File: src/rtl/spi_fe_pkg.sv
package spi_fe_pkg;

  localparam int DATA_W  = 32;
  localparam int ADDR_W  = 2;
  localparam int CS_W    = 16;
  localparam int LEN_W   = 6;
  localparam int DIV_W   = 16;
  localparam int MAX_LEN = 32;
  localparam int DIV_RST = 4;

  typedef enum logic [ADDR_W-1:0] {
    REG_CFG  = 2'd0,
    REG_XFER = 2'd1,
    REG_DATA = 2'd2,
    REG_NONE = 2'd3
  } reg_sel_e;

  typedef enum logic [1:0] {
    ST_IDLE = 2'd0,
    ST_RUN  = 2'd1,
    ST_FIN  = 2'd2
  } ctl_st_e;

endpackage

File: src/rtl/spi_fe_regs.sv
module spi_fe_regs #(
  parameter int DATA_W  = 32,
  parameter int CS_W    = 16,
  parameter int LEN_W   = 6,
  parameter int DIV_W   = 16,
  parameter int MAX_LEN = 32,
  parameter int DIV_RST = 4
) (
  input  logic              clk,
  input  logic              rst_n,
  input  logic              cfg_we,
  input  logic              xfer_we,
  input  logic [DATA_W-1:0] wdata,
  output logic              offline,
  output logic              cs_pol,
  output logic              clk_pol,
  output logic              clk_phase,
  output logic              lsb_first,
  output logic [DIV_W-1:0]  div,
  output logic [CS_W-1:0]   cs_mask,
  output logic [LEN_W-1:0]  wlen,
  output logic [LEN_W-1:0]  rlen,
  output logic [DATA_W-1:0] cfg_word,
  output logic [DATA_W-1:0] xfer_word
);
  localparam int DIV_LSB  = 16;
  localparam int WLEN_LSB = 16;
  localparam int RLEN_LSB = 24;
  localparam int N_LEN    = 2;
  localparam logic [LEN_W-1:0] LEN_CAP = LEN_W'(MAX_LEN);

  logic [4:0]       mode_q;
  logic [DIV_W-1:0] div_q;
  logic [CS_W-1:0]  mask_q;
  logic [LEN_W-1:0] len_q [N_LEN];

  always_ff @(posedge clk or negedge rst_n) begin
    if (!rst_n) begin
      mode_q <= 5'b00001;
      div_q  <= DIV_W'(DIV_RST);
    end else if (cfg_we) begin
      mode_q <= wdata[4:0];
      div_q  <= wdata[DIV_LSB +: DIV_W];
    end
  end

  always_ff @(posedge clk or negedge rst_n) begin
    if (!rst_n) mask_q <= '0;
    else if (xfer_we) mask_q <= wdata[CS_W-1:0];
  end

  for (genvar g = 0; g < N_LEN; g++) begin : g_len
    localparam int LSB = (g == 0) ? WLEN_LSB : RLEN_LSB;
    logic [LEN_W-1:0] raw;
    logic [LEN_W-1:0] capped;
    assign raw    = wdata[LSB +: LEN_W];
    assign capped = (raw > LEN_CAP) ? LEN_CAP : raw;
    always_ff @(posedge clk or negedge rst_n) begin
      if (!rst_n) len_q[g] <= '0;
      else if (xfer_we) len_q[g] <= capped;
    end
  end

  assign offline   = mode_q[0];
  assign cs_pol    = mode_q[1];
  assign clk_pol   = mode_q[2];
  assign clk_phase = mode_q[3];
  assign lsb_first = mode_q[4];
  assign div       = div_q;
  assign cs_mask   = mask_q;
  assign wlen      = len_q[0];
  assign rlen      = len_q[1];

  always_comb begin
    cfg_word = '0;
    cfg_word[4:0] = mode_q;
    cfg_word[DIV_LSB +: DIV_W] = div_q;
    xfer_word = '0;
    xfer_word[CS_W-1:0] = mask_q;
    xfer_word[WLEN_LSB +: LEN_W] = len_q[0];
    xfer_word[RLEN_LSB +: LEN_W] = len_q[1];
  end


  len_clamp_chk: assert property (@(posedge clk) disable iff (!rst_n)
    (wlen <= LEN_CAP) && (rlen <= LEN_CAP));

endmodule

File: src/rtl/spi_fe_ctl.sv
module spi_fe_ctl
  import spi_fe_pkg::*;
#(
  parameter int DATA_W = 32
) (
  input  logic              clk,
  input  logic              rst_n,
  input  logic              req,
  input  logic              we,
  input  logic [1:0]        addr,
  input  logic [DATA_W-1:0] wdata,
  output logic              ack,
  output logic [DATA_W-1:0] rdata,
  input  logic [DATA_W-1:0] cfg_word,
  input  logic [DATA_W-1:0] xfer_word,
  output logic              cfg_we,
  output logic              xfer_we,
  output logic              eng_start,
  input  logic              eng_done,
  input  logic [DATA_W-1:0] eng_rdata,
  output logic [DATA_W-1:0] data_word,
  output logic              busy
);
  reg_sel_e          sel;
  ctl_st_e           st_q;
  logic              start_q;
  logic [DATA_W-1:0] data_q;
  logic              data_wr;
  logic              quick;

  assign sel     = reg_sel_e'(addr);
  assign data_wr = req && we && (sel == REG_DATA);
  assign quick   = (st_q == ST_IDLE) && req && !data_wr;
  assign ack     = quick || (st_q == ST_FIN);
  assign cfg_we  = quick && we && (sel == REG_CFG);
  assign xfer_we = quick && we && (sel == REG_XFER);

  always_comb begin
    case (sel)
      REG_CFG:  rdata = cfg_word;
      REG_XFER: rdata = xfer_word;
      REG_DATA: rdata = data_q;
      default:  rdata = '0;
    endcase
  end

  always_ff @(posedge clk or negedge rst_n) begin
    if (!rst_n) begin
      st_q    <= ST_IDLE;
      start_q <= 1'b0;
      data_q  <= '0;
    end else begin
      start_q <= 1'b0;
      case (st_q)
        ST_IDLE: if (data_wr) begin
          data_q  <= wdata;
          start_q <= 1'b1;
          st_q    <= ST_RUN;
        end
        ST_RUN: if (eng_done) begin
          data_q <= eng_rdata;
          st_q   <= ST_FIN;
        end
        default: st_q <= ST_IDLE;
      endcase
    end
  end

  assign eng_start = start_q;
  assign data_word = data_q;
  assign busy      = (st_q == ST_RUN);


  start_pulse_chk: assert property (@(posedge clk) disable iff (!rst_n)
    eng_start |=> !eng_start);


  data_ack_chk: assert property (@(posedge clk) disable iff (!rst_n)
    (ack && we && (sel == REG_DATA)) |-> $past(eng_done));


  cs_release_chk: assert property (@(posedge clk) disable iff (!rst_n)
    (busy && eng_done) |=> !busy);


  quick_ack_chk: assert property (@(posedge clk) disable iff (!rst_n)
    (req && !we) |-> ack);

endmodule

File: src/rtl/spi_fe_csdrv.sv
module spi_fe_csdrv #(
  parameter int CS_W = 16
) (
  input  logic            active,
  input  logic            pol,
  input  logic [CS_W-1:0] mask,
  output logic [CS_W-1:0] lines
);
  for (genvar i = 0; i < CS_W; i++) begin : g_line
    assign lines[i] = (active && mask[i]) ? pol : !pol;
  end
endmodule

File: src/rtl/spi_fe_top.sv
module spi_fe_top
  import spi_fe_pkg::*;
#(
  parameter int P_DATA_W  = DATA_W,
  parameter int P_CS_W    = CS_W,
  parameter int P_LEN_W   = LEN_W,
  parameter int P_DIV_W   = DIV_W,
  parameter int P_MAX_LEN = MAX_LEN,
  parameter int P_DIV_RST = DIV_RST
) (
  input  logic                 clk,
  input  logic                 rst_n,
  input  logic                 bus_req,
  input  logic                 bus_we,
  input  logic [1:0]           bus_addr,
  input  logic [P_DATA_W-1:0]  bus_wdata,
  output logic                 bus_ack,
  output logic [P_DATA_W-1:0]  bus_rdata,
  output logic                 spi_oe,
  output logic [P_CS_W-1:0]    cs_lines,
  output logic                 eng_start,
  input  logic                 eng_done,
  output logic [P_DATA_W-1:0]  eng_wdata,
  input  logic [P_DATA_W-1:0]  eng_rdata,
  output logic                 eng_clk_pol,
  output logic                 eng_clk_phase,
  output logic                 eng_lsb_first,
  output logic [P_DIV_W-1:0]   eng_div,
  output logic [P_LEN_W-1:0]   eng_wlen,
  output logic [P_LEN_W-1:0]   eng_rlen
);
  logic                cfg_we, xfer_we, busy;
  logic                offline, cs_pol;
  logic [P_CS_W-1:0]   cs_mask;
  logic [P_DATA_W-1:0] cfg_word, xfer_word;

  spi_fe_regs #(
    .DATA_W(P_DATA_W), .CS_W(P_CS_W), .LEN_W(P_LEN_W),
    .DIV_W(P_DIV_W), .MAX_LEN(P_MAX_LEN), .DIV_RST(P_DIV_RST)
  ) regs_i (
    .clk(clk), .rst_n(rst_n), .cfg_we(cfg_we), .xfer_we(xfer_we),
    .wdata(bus_wdata), .offline(offline), .cs_pol(cs_pol),
    .clk_pol(eng_clk_pol), .clk_phase(eng_clk_phase),
    .lsb_first(eng_lsb_first), .div(eng_div), .cs_mask(cs_mask),
    .wlen(eng_wlen), .rlen(eng_rlen),
    .cfg_word(cfg_word), .xfer_word(xfer_word)
  );

  spi_fe_ctl #(.DATA_W(P_DATA_W)) ctl_i (
    .clk(clk), .rst_n(rst_n), .req(bus_req), .we(bus_we),
    .addr(bus_addr), .wdata(bus_wdata), .ack(bus_ack), .rdata(bus_rdata),
    .cfg_word(cfg_word), .xfer_word(xfer_word),
    .cfg_we(cfg_we), .xfer_we(xfer_we), .eng_start(eng_start),
    .eng_done(eng_done), .eng_rdata(eng_rdata), .data_word(eng_wdata),
    .busy(busy)
  );

  spi_fe_csdrv #(.CS_W(P_CS_W)) csdrv_i (
    .active(busy), .pol(cs_pol), .mask(cs_mask), .lines(cs_lines)
  );

  assign spi_oe = !offline;


  oe_offline_chk: assert property (@(posedge clk) disable iff (!rst_n)
    (bus_ack && bus_we && (bus_addr == 2'd0)) |=> (spi_oe == !$past(bus_wdata[0])));

endmodule

File: config.mk
export PLATFORM = sky130hd
export DESIGN_NAME = spi_fe_top
export DESIGN_NICKNAME = d
export VERILOG_FILES = /design/src/rtl/spi_fe_pkg.sv /design/src/rtl/spi_fe_regs.sv /design/src/rtl/spi_fe_ctl.sv /design/src/rtl/spi_fe_csdrv.sv /design/src/rtl/spi_fe_top.sv
export SDC_FILE = /design/constraint.sdc
export NUM_CORES = 1
export LEC_CHECK = 0
export BUFFER_PORTS_ARGS = -buffer_cell sky130_fd_sc_hd__buf_2
export CORE_MARGIN = 4
export CORE_UTILIZATION = 48
export DETAILED_ROUTE_END_ITERATION = 8
export PLACE_DENSITY = 0.77
export SLEW_MARGIN = 40
export SYNTH_ARGS = -nofsm -noshare
export SYNTH_HDL_FRONTEND = slang
export SYNTH_SLANG_ARGS = --single-unit
File: constraint.sdc
create_clock -name clk -period 1.8 [get_ports clk]
set_input_delay 0 -clock clk [delete_from_list [all_inputs] [get_ports clk]]
set_output_delay 0 -clock clk [all_outputs]
set_load 0.05 [all_outputs]
==> results of run 1 <==
==> logic make-up (layout without fill, tap and decap cells) <==
family | Yosys count | count (layout)
compound gates | 63 | 63
xor+xnor | 16 | 16
buf+inv | 30 | 273
flops | 84 | 84
mux | 70 | 70
other cells | 0 | 2
simple gates | 90 | 90
==> worst max-delay path by stage <==
stage	from	to	depth (start not counted)
after CTS	ctl_i.st_q[0]$_DFFE_PN0P_	cs_lines[1]	5
after floorplan	ctl_i.st_q[1]$_DFFE_PN0P_	cs_lines[0]	5
after detailed placement	ctl_i.st_q[1]$_DFFE_PN0P_	ctl_i.data_word[13]$_DFFE_PN0P_	3
after global routing	ctl_i.st_q[0]$_DFFE_PN0P_	cs_lines[1]	5
final	ctl_i.st_q[0]$_DFFE_PN0P_	cs_lines[1]	5
after global placement	ctl_i.st_q[1]$_DFFE_PN0P_	ctl_i.data_word[0]$_DFFE_PN0P_	3
==> registers in the layout, indices dropped and copies added, names as in the netlist <==
| signal | count |
|---|---|
| regs_i.wlen | 6 |
| ctl_i.eng_start | 1 |
| regs_i.mode_q | 5 |
| regs_i.div | 16 |
| ctl_i.st_q | 2 |
| ctl_i.data_word | 32 |
| regs_i.rlen | 6 |
| regs_i.cs_mask | 16 |
==> critical path: stages, from the launching register on <==
cell and delay, ns:
dfrtp_1 0.39, nor2b_2 0.22, buf_6 0.21, nand2_1 0.08, xor2_1 0.18, clkbuf_4 0.27
==> per-stage QoR <==
step	total power, mW	instance area [sq um]
floorplan	5.88	4270
global placement	6.83	5380
detailed placement	6.91	5380
CTS	8.32	6100
global route	8.65	6120
finish	8.29	6120
==> cell type report <==
class | count | share of cell area
flip-flops and latches | 84 | 0.344
multi-input cells | 239 | 0.332
repair buffers | 254 | 0.267
clock buffers | 11 | 0.0231
well taps | 108 | 0.0221
clock inverters | 4 | 0.00818
inverters | 4 | 0.00245
diodes | 2 | 0.000818
==> what timing repair did <==
item / in CTS / in global routing
hold buffers: 52 / 0
gates cloned: 0 / 0
resized for setup: 1 / 3
endpoints found under the setup margin: 13 / 16
endpoints found under the hold margin: 149 / 0
==> report_power, final <==
group | leakage, nW | total [mW] | switching (mW) | internal [mW]
logic | 1.90 | 4.16 | 2.98 | 1.18
registers | 0.992 | 2.81 | 0.433 | 2.38
clock network | 0.0914 | 1.31 | 0.641 | 0.670
total | 2.98 | 8.29 | 4.06 | 4.23
==> synthesized netlist by cell type, types with 2 or more instances <==
library cell  instances
a22o_1               11
buf_2                18
buf_6                 2
clkbuf_1              6
dfrtp_1              82
dfstp_2               2
inv_1                 4
mux2_1               20
mux2_2                9
mux2_4               20
mux2i_1              21
nand2_1              34
nand3b_1              2
nor2_1                6
nor2b_1              12
o21ai_0              18
o221a_1              30
o221a_2               2
or2_2                32
xor2_1               16
==> per-layer routing <==
metal / up-vias / track usage / share of wire
met4: 0 / 0.113 / 0.031
met3: 32 / 0.0307 / 0.048
met5: - / 0 / 0
met1: 1885 / 0.302 / 0.41
li1: 1742 / - / -
met2: 145 / 0.447 / 0.52
==> placed cells by master, fill, tap and decap left out, drive strengths merged <==
| cell | n |
|---|---|
| nand3b | 2 |
| nand2 | 36 |
| o21ai | 18 |
| mux2 | 49 |
| dfrtp | 82 |
| or2 | 32 |
| a22o | 12 |
| o221a | 32 |
| and4bb | 1 |
| dlygate4sd3 | 52 |
| clkinv | 1 |
| bufinv | 1 |
| a21oi | 1 |
| and2b | 1 |
| clkbuf | 12 |
| clkinvlp | 2 |
| dfstp | 2 |
| diode | 2 |
| mux2i | 21 |
| xor2 | 16 |
| inv | 4 |
| nor2b | 12 |
| nor2 | 6 |
| buf | 201 |
==> impl_metrics.tcl, run 1 <==
set metrics [dict create \
    ant_nets 0 \
    finalMaxSlewViolations 0 \
    ys_seq_elements 84 \
    instances_no_fill 706 \
    antenna_found_initial 2 \
    ir_drop_mv 0.784 \
    htree_num_levels 3 \
    status "complete, no violations" \
    startpoint_type "register" \
    post-route-period-util 0.933 \
    powerDensity_nw_per_um2 1350 \
    holdPathEnd "ctl_i.data_word[9]$_DFFE_PN0P_" \
    hpwl_um 8800 \
    p_leak_nw 2.98 \
    layout-drive-gt1-share 0.482 \
    crit_path_max_fanout 17 \
    io_pins 185 \
    die_x_um 102 \
    via_per_inst 5.39 \
    drv_cap 0 \
    yosysWarnings 0 \
    cts_setup_buffers 0 \
    synthFlopType "dfrtp_1" \
    fin_setup_tns_ns 0 \
    worstMarginPinSlew_ns 0.400 \
    reg2reg_from "ctl_i.st_q[1]$_DFFE_PN0P_" \
    cp-end-kind "primary output" \
    synth-compound-area-share 0.132 \
    utilization 0.705 \
    synth_top_family_by_area "multiplexers" \
    synth-simple-area-share 0.112 \
    fp.dieH_um 102 \
    fillers 674 \
    slew_headroom 0.733 \
    cts_max_path_buffers 2 \
    synth_mux_area_frac 0.196 \
    drt-initial-drc-count 118 \
    reg2regPathDepth 4 \
    cts_buffers 9 \
    grt_first_pass_wirelength_um 20300 \
    placed_cells 637 \
    ys_seq_area_frac 0.493 \
    path_clk_slew_ns 0.08 \
    synth_area_sq_um 4270 \
    routedWlPerCell_um 18.3 \
    clk_latency_ns 0.34 \
    syn_avg_cell_area_sq_um 12.1 \
    skew_ns 0.00649 \
    cts_tree "yes" \
    grt_max_degree 44 \
    setup_viol 0 \
    synth_adder_area_share 0 \
    yosysTopAreaCellShare 0.480 \
    core_area_sq_um 8680 \
    ff_latch_area_sq_um 2100 \
    drt-total-wl_um 12900 \
    r2r_setup_slack_ns 0.18 \
    gp_congestion 0.846 \
    synthArstFlopShare 1.00 \
    clockRootBuffer "clkbuf_8" \
    layout_setup_ws_ns 0.120 \
    synthTopCellsByArea "dfrtp_1 (48%), o221a_1 (7.9%), mux2_4 (7.0%)" \
    rows 34 \
    synthXorXnorAreaFrac 0.0328 \
    whs_ns 0.0113 \
    pre_cts_ws_ns 0.00429 \
    drc 0 \
    critPathKind "register to primary output" \
    synth_edf_count 0 \
    initial_utilization 0.492 \
    overflow 0 \
    cts.sinks 84 \
    syn-num-nets 424 \
    syn_inst 353 \
    multi_input_area_sq_um 2030 \
    yosys.area.top_type "dfrtp_1" \
    critical_path_arrival_ns 1.68 \
    syn2layout_area_growth_pct 43.2 \
    dr.pass1.iters 5 \
    final_nets 663 \
    finalHoldViolCount 0 \
    dr_total_vias 3804 \
    grt_pass1_vias 3997 \
    min_from "eng_rdata[9]" \
    min_path_cells 3 \
    timing.rr.end "regs_i.mode_q[3]$_DFFE_PN0P_" \
    grtUsageTotal 0.251 \
    port_buffers 184 \
    cp.required_ns 1.80 \
    period_minus_slack_ns 1.68 \
    min_path_type "input port to register" \
    die_area_sq_um 10500 \
    max_freq_mhz 595 \
    synth_cell_types 26 \
]
(Power assumes the default switching activity.)
==> run 2, diff against run 1 <==
Settings changed: PLACE_DENSITY 0.77 to 0.84.
==> run 2 against run 1 <==
Global-route usage is 0.33 points lower. Final cell count down 2.1%. Maximum frequency rose by 1.3%. Clock-buffer cell count up 2. Worst hold slack gained 0.0081 ns. Clock skew increased by 0.0056 ns. Clock power fell by 8%. Critical endpoint is now cs_lines[11]. Largest cell class unchanged. Largest power group unchanged.
==> impl_metrics.tcl, run 2 (synthesis results as in run 1) <==
set metrics [dict create \
    fp.dieH_um 102 \
    overflow 0 \
    layout_common_cells "buf_2 (183), dfrtp_1 (81), dlygate4sd3_1 (40), nand2_1 (34), or2_2 (32)" \
    critical_path_arrival_ns 1.66 \
    worstMarginPinSlew_ns 0.567 \
    fin_setup_tns_ns 0 \
    cts_tree "yes" \
    core_area_sq_um 8680 \
    slew_headroom 0.622 \
    rsz0062_at_grt "false" \
    gp_congestion 0.857 \
    port_buffers 184 \
    fillers 647 \
    dr_total_vias 3747 \
    cts.sinks 84 \
    ir_drop_mv 0.636 \
    cts_setup_buffers 0 \
    grt_pass1_vias 3875 \
    period_minus_slack_ns 1.66 \
    routedWlPerCell_um 18.4 \
    path_clk_slew_ns 0.07 \
    clockRootBuffer "clkbuf_8" \
    final_nets 649 \
    hpwl_um 8810 \
    drt-total-wl_um 12700 \
    grt_first_pass_wirelength_um 20000 \
    antenna_cells 0 \
    post-route-period-util 0.921 \
    cts_buffers 9 \
    critPathSlowestCell "dfrtp_1" \
    critPathKind "register to primary output" \
    instances_no_fill 691 \
    layout_setup_ws_ns 0.142 \
    worstPathCellList "nor2b_2 -> buf_6 -> nand2_1 -> xor2_1 -> buf_2" \
    grt_max_degree 44 \
    antenna_found_initial 0 \
    skew_ns 0.0121 \
    final_area_sq_um 5970 \
    drc 0 \
    mostFrequentLayoutCell "buf_2" \
    cp.required_ns 1.80 \
    startpoint_type "register" \
    die_x_um 102 \
    cpLargestDelayFamily "buffers and inverters" \
    layout-drive-gt1-share 0.489 \
    slowest_delay_ns 0.39 \
    rows 34 \
    htree_num_levels 3 \
    drt-initial-drc-count 160 \
    place_area_sq_um 5380 \
    clk_latency_ns 0.33 \
    setup_viol 0 \
    crit_path_max_fanout 17 \
    dr.pass1.iters 4 \
    grtUsageTotal 0.248 \
    status "complete, no violations" \
    die_area_sq_um 10500 \
    via_per_inst 5.42 \
    ant_nets 0 \
    max_freq_mhz 603 \
    finalMaxSlewViolations 0 \
    whs_ns 0.0194 \
    initial_utilization 0.492 \
    cp-end-kind "primary output" \
    p_leak_nw 2.91 \
    finalHoldViolCount 0 \
    io_pins 185 \
    largest_reg_flops 32 \
    powerDensity_nw_per_um2 1370 \
    drv_cap 0 \
    cts_max_path_buffers 2 \
    placed_cells 635 \
    min_path_type "input port to register" \
    critPathBufInv 2 \
    pre_cts_ws_ns -0.00556 \
    syn2layout_area_growth_pct 39.7 \
]
[run 2: cell count changes in the layout (fill, tap and decap cells not counted), moves of 2 or more]
cell / previous run / this run
clkbuf_1: 1 / 3
buf_4: 14 / 11
diode_2: 2 / 0
dlygate4sd3_1: 52 / 40
[run 2: tightest hold or removal path, stage by stage]
cell     delay [ns]
buf_2          0.07
or2_2          0.09
o221a_1        0.15
[run 2: metal layers]
metal | vias up | routed length, um | track usage
li1 | 1709 | - | -
met1 | 1842 | 5140 | 0.318
met2 | 174 | 6450 | 0.423
met3 | 22 | 848 | 0.0294
met4 | 0 | 301 | 0.105
met5 | - | 0 | 0
[run 2: area by class of cell]
class,count,area (sq um),area share
timing repair buffer,240,1510,0.253
sequential,84,2110,0.353
clock buffer,13,149,0.0250
multi-input combinational,239,2030,0.340
tap,108,135,0.0226
inverter,4,15.0,0.00252
clock inverter,3,22.5,0.00377
[run 2: path summary, 6_finish.rpt]
check	end	cells after the start	slack, ns	start
max	cs_lines[11]	5	0.14	ctl_i.st_q[0]$_DFFE_PN0P_
min	ctl_i.data_word[22]$_DFFE_PN0P_	3	0.02	eng_rdata[22]
max reg2reg	regs_i.cs_mask[15]$_DFFE_PN0P_	4	0.21	ctl_i.st_q[1]$_DFFE_PN0P_
min reg2reg	regs_i.div[4]$_DFFE_PN0P_	1	0.53	regs_i.div[4]$_DFFE_PN0P_
max in group asynchronous	regs_i.mode_q[1]$_DFFE_PN0P_	3	0.95	rst_n
min in group asynchronous	regs_i.mode_q[2]$_DFFE_PN0P_	2	0.18	rst_n
[run 2: metrics by stage]
step / util / total power [mW]
2_1_floorplan: - / 5.88
3_3_place_gp: 0.620 / 6.83
3_5_place_dp: 0.620 / 6.92
4_1_cts: 0.687 / 8.19
5_1_grt: 0.688 / 8.53
6_report: 0.688 / 8.17
[run 2: power by group]
part | internal (mW) | total, mW | switching [mW] | leakage (nW)
Clock | 0.542 | 1.20 | 0.659 | 0.0759
Combinational | 1.17 | 4.14 | 2.97 | 1.84
Sequential | 2.38 | 2.83 | 0.445 | 0.991
Total | 4.09 | 8.17 | 4.08 | 2.91
[run 2: repair_timing]
action                     in CTS  in global routing
gates cloned                    0                  0
resized for setup               1                  3
hold buffers                   40                  0
pin swaps                       0                  0
setup endpoints to repair       7                 17
hold endpoints to repair      106                  0
==> run 3, diff against run 2 <==
Settings changed: BUFFER_PORTS_ARGS -buffer_cell sky130_fd_sc_hd__buf_2 to unset, DONT_BUFFER_PORTS set to 1, PLACE_DENSITY 0.84 to 0.66.
==> run 3 against run 2 <==
The flow now finishes with violations (hold timing). Non-clock buffer count shrank 121. Global-route usage down 1.8 points. Worst hold slack got worse by 0.67 ns. Clock skew down 0.0011 ns. Critical endpoint is now ctl_i.data_word[13]$_DFFE_PN0P_. Largest cell class unchanged. Largest power group is now registers.
==> impl_metrics.tcl, run 3 (synthesis results as in run 1) <==
set metrics [dict create \
    syn2layout_area_growth_pct 29.2 \
    clockRootBuffer "clkbuf_8" \
    worstPathCellList "and4bb_2 -> nand2_1 -> buf_4 -> o221a_1" \
    cpLargestDelayFamily "simple AND/OR/NAND/NOR gates" \
    critical_path_arrival_ns 1.89 \
    rows 34 \
    clk_latency_ns 0.34 \
    period_minus_slack_ns 1.68 \
    cp-end-kind "register" \
    initial_utilization 0.492 \
    cts_tree "yes" \
    setup_viol 0 \
    port_buffers 0 \
    fillers 721 \
    cts.sinks 84 \
    min_path_type "input port to asynchronous set/reset pin" \
    cts_hold_buf 65 \
    max_freq_mhz 596 \
    power_mw 7.74 \
    fin_setup_tns_ns 0 \
    gp_congestion 0.739 \
    slew_headroom 0.638 \
    ant_nets 0 \
    dr_total_vias 3208 \
    drt-initial-drc-count 88 \
    worstMarginPinSlew_ns 0.544 \
    antenna_cells 0 \
    io_pins 185 \
    mostFrequentLayoutCell "dfrtp_1" \
    cp.required_ns 2.01 \
    gr-max-usage-layer "met2" \
    path_clk_slew_ns 0.08 \
    placed_cells 489 \
    core_area_sq_um 8680 \
    largest_reg_flops 32 \
    critPathKind "register to register" \
    finalMaxSlewViolations 0 \
    status "complete, but fails checks" \
    rsz0062_at_grt "false" \
    grt_use_met1 0.297 \
    via_per_inst 5.63 \
    cts_buffers 9 \
    ir_drop_mv 0.715 \
    fp.dieH_um 102 \
    routedWlPerCell_um 21.2 \
    post-route-period-util 0.933 \
    grt_first_pass_wirelength_um 18400 \
    grt_max_degree 85 \
    critPathSlowestCell "dfrtp_1" \
    layout-drive-gt1-share 0.301 \
    die_area_sq_um 10500 \
    die_x_um 102 \
    finalHoldViolCount 84 \
    antenna_found_initial 0 \
    drc 0 \
    cts_max_path_buffers 2 \
    p_leak_nw 2.43 \
    overflow 0 \
    slowest_delay_ns 0.41 \
    instances_no_fill 570 \
    use_met2 0.375 \
    gr-usage-met3 0.0614 \
    powerDensity_nw_per_um2 1400 \
    whs_ns -0.654 \
    r2r_setup_slack_ns 0.12 \
    violations "hold timing" \
    layout_setup_ws_ns 0.121 \
    drv_cap 0 \
    critPathBufInv 1 \
    htree_num_levels 3 \
    startpoint_type "register" \
    dr.pass1.iters 4 \
    grt_pass1_vias 3405 \
    layout_common_cells "dfrtp_1 (82), dlygate4sd3_1 (65), buf_4 (52), nand2_1 (34), or2_2 (32)" \
    hpwl_um 8070 \
    pre_cts_ws_ns 0.0154 \
    skew_ns 0.0110 \
    final_nets 528 \
    drt-total-wl_um 12100 \
    crit_path_max_fanout 13 \
    grtUsageTotal 0.229 \
]
run 3: changes by cell type in the layout (fill, tap and decap cells not counted), sizes merged:
cell,previous run,this run
clkinvlp,3,2
clkbuf,13,11
dlygate4sd3,40,65
buf,200,54
clkinv,0,3
run 3: worst paths after layout:
| kind | from | endpoint | cells after the start |
|---|---|---|---|
| min | rst_n | regs_i.wlen[2]$_DFFE_PN0P_ | 0 |
| max | ctl_i.st_q[1]$_DFFE_PN0P_ | ctl_i.data_word[13]$_DFFE_PN0P_ | 4 |
| min reg2reg | regs_i.cs_mask[11]$_DFFE_PN0P_ | regs_i.cs_mask[11]$_DFFE_PN0P_ | 1 |
| max reg2reg | ctl_i.st_q[1]$_DFFE_PN0P_ | ctl_i.data_word[13]$_DFFE_PN0P_ | 4 |
| min in group clk | eng_done | ctl_i.st_q[1]$_DFFE_PN0P_ | 3 |
| max in group asynchronous | rst_n | regs_i.mode_q[0]$_DFFE_PN1P_ | 0 |
run 3: through the flow:
step	util	area, sq um	hold WS, ns
6_report	0.636	5520	-0.654
5_1_grt	0.636	5520	-0.683
4_1_cts	0.635	5510	-0.680
3_5_place_dp	0.541	4690	-0.294
3_3_place_gp	0.541	4690	-0.294
2_1_floorplan	-	4270	-0.296
run 3: final cells by class:
cell class / count / area (sq um) / area share
flip-flops and latches: 84 / 2100 / 0.381
inverters: 4 / 15.0 / 0.00272
well taps: 108 / 135 / 0.0245
clock buffers: 11 / 131 / 0.0238
clock inverters: 5 / 30.0 / 0.00544
repair buffers: 119 / 1070 / 0.194
multi-input cells: 239 / 2030 / 0.368
run 3: routing by layer:
| metal | up-vias | wire, um |
|---|---|---|
| met5 | - | 0 |
| met4 | 0 | 178 |
| met3 | 12 | 935 |
| met2 | 119 | 5910 |
| met1 | 1613 | 5090 |
| li1 | 1464 | - |
run 3: timing repair:
item | in CTS | in global routing
setup endpoints to repair | 2 | 16
pin swaps | 0 | 0
endpoints found under the hold margin | 166 | 84
gates resized for setup | 1 | 2
gates cloned | 0 | 0
setup buffers | 0 | 0
run 3: report_power, final:
part           leakage, nW  total, mW  switching [mW]  internal, mW
clock network       0.0791       1.14           0.646         0.496
registers            0.992       4.16            1.81          2.35
logic                 1.36       2.43            1.45         0.976
total                 2.43       7.74            3.91          3.82
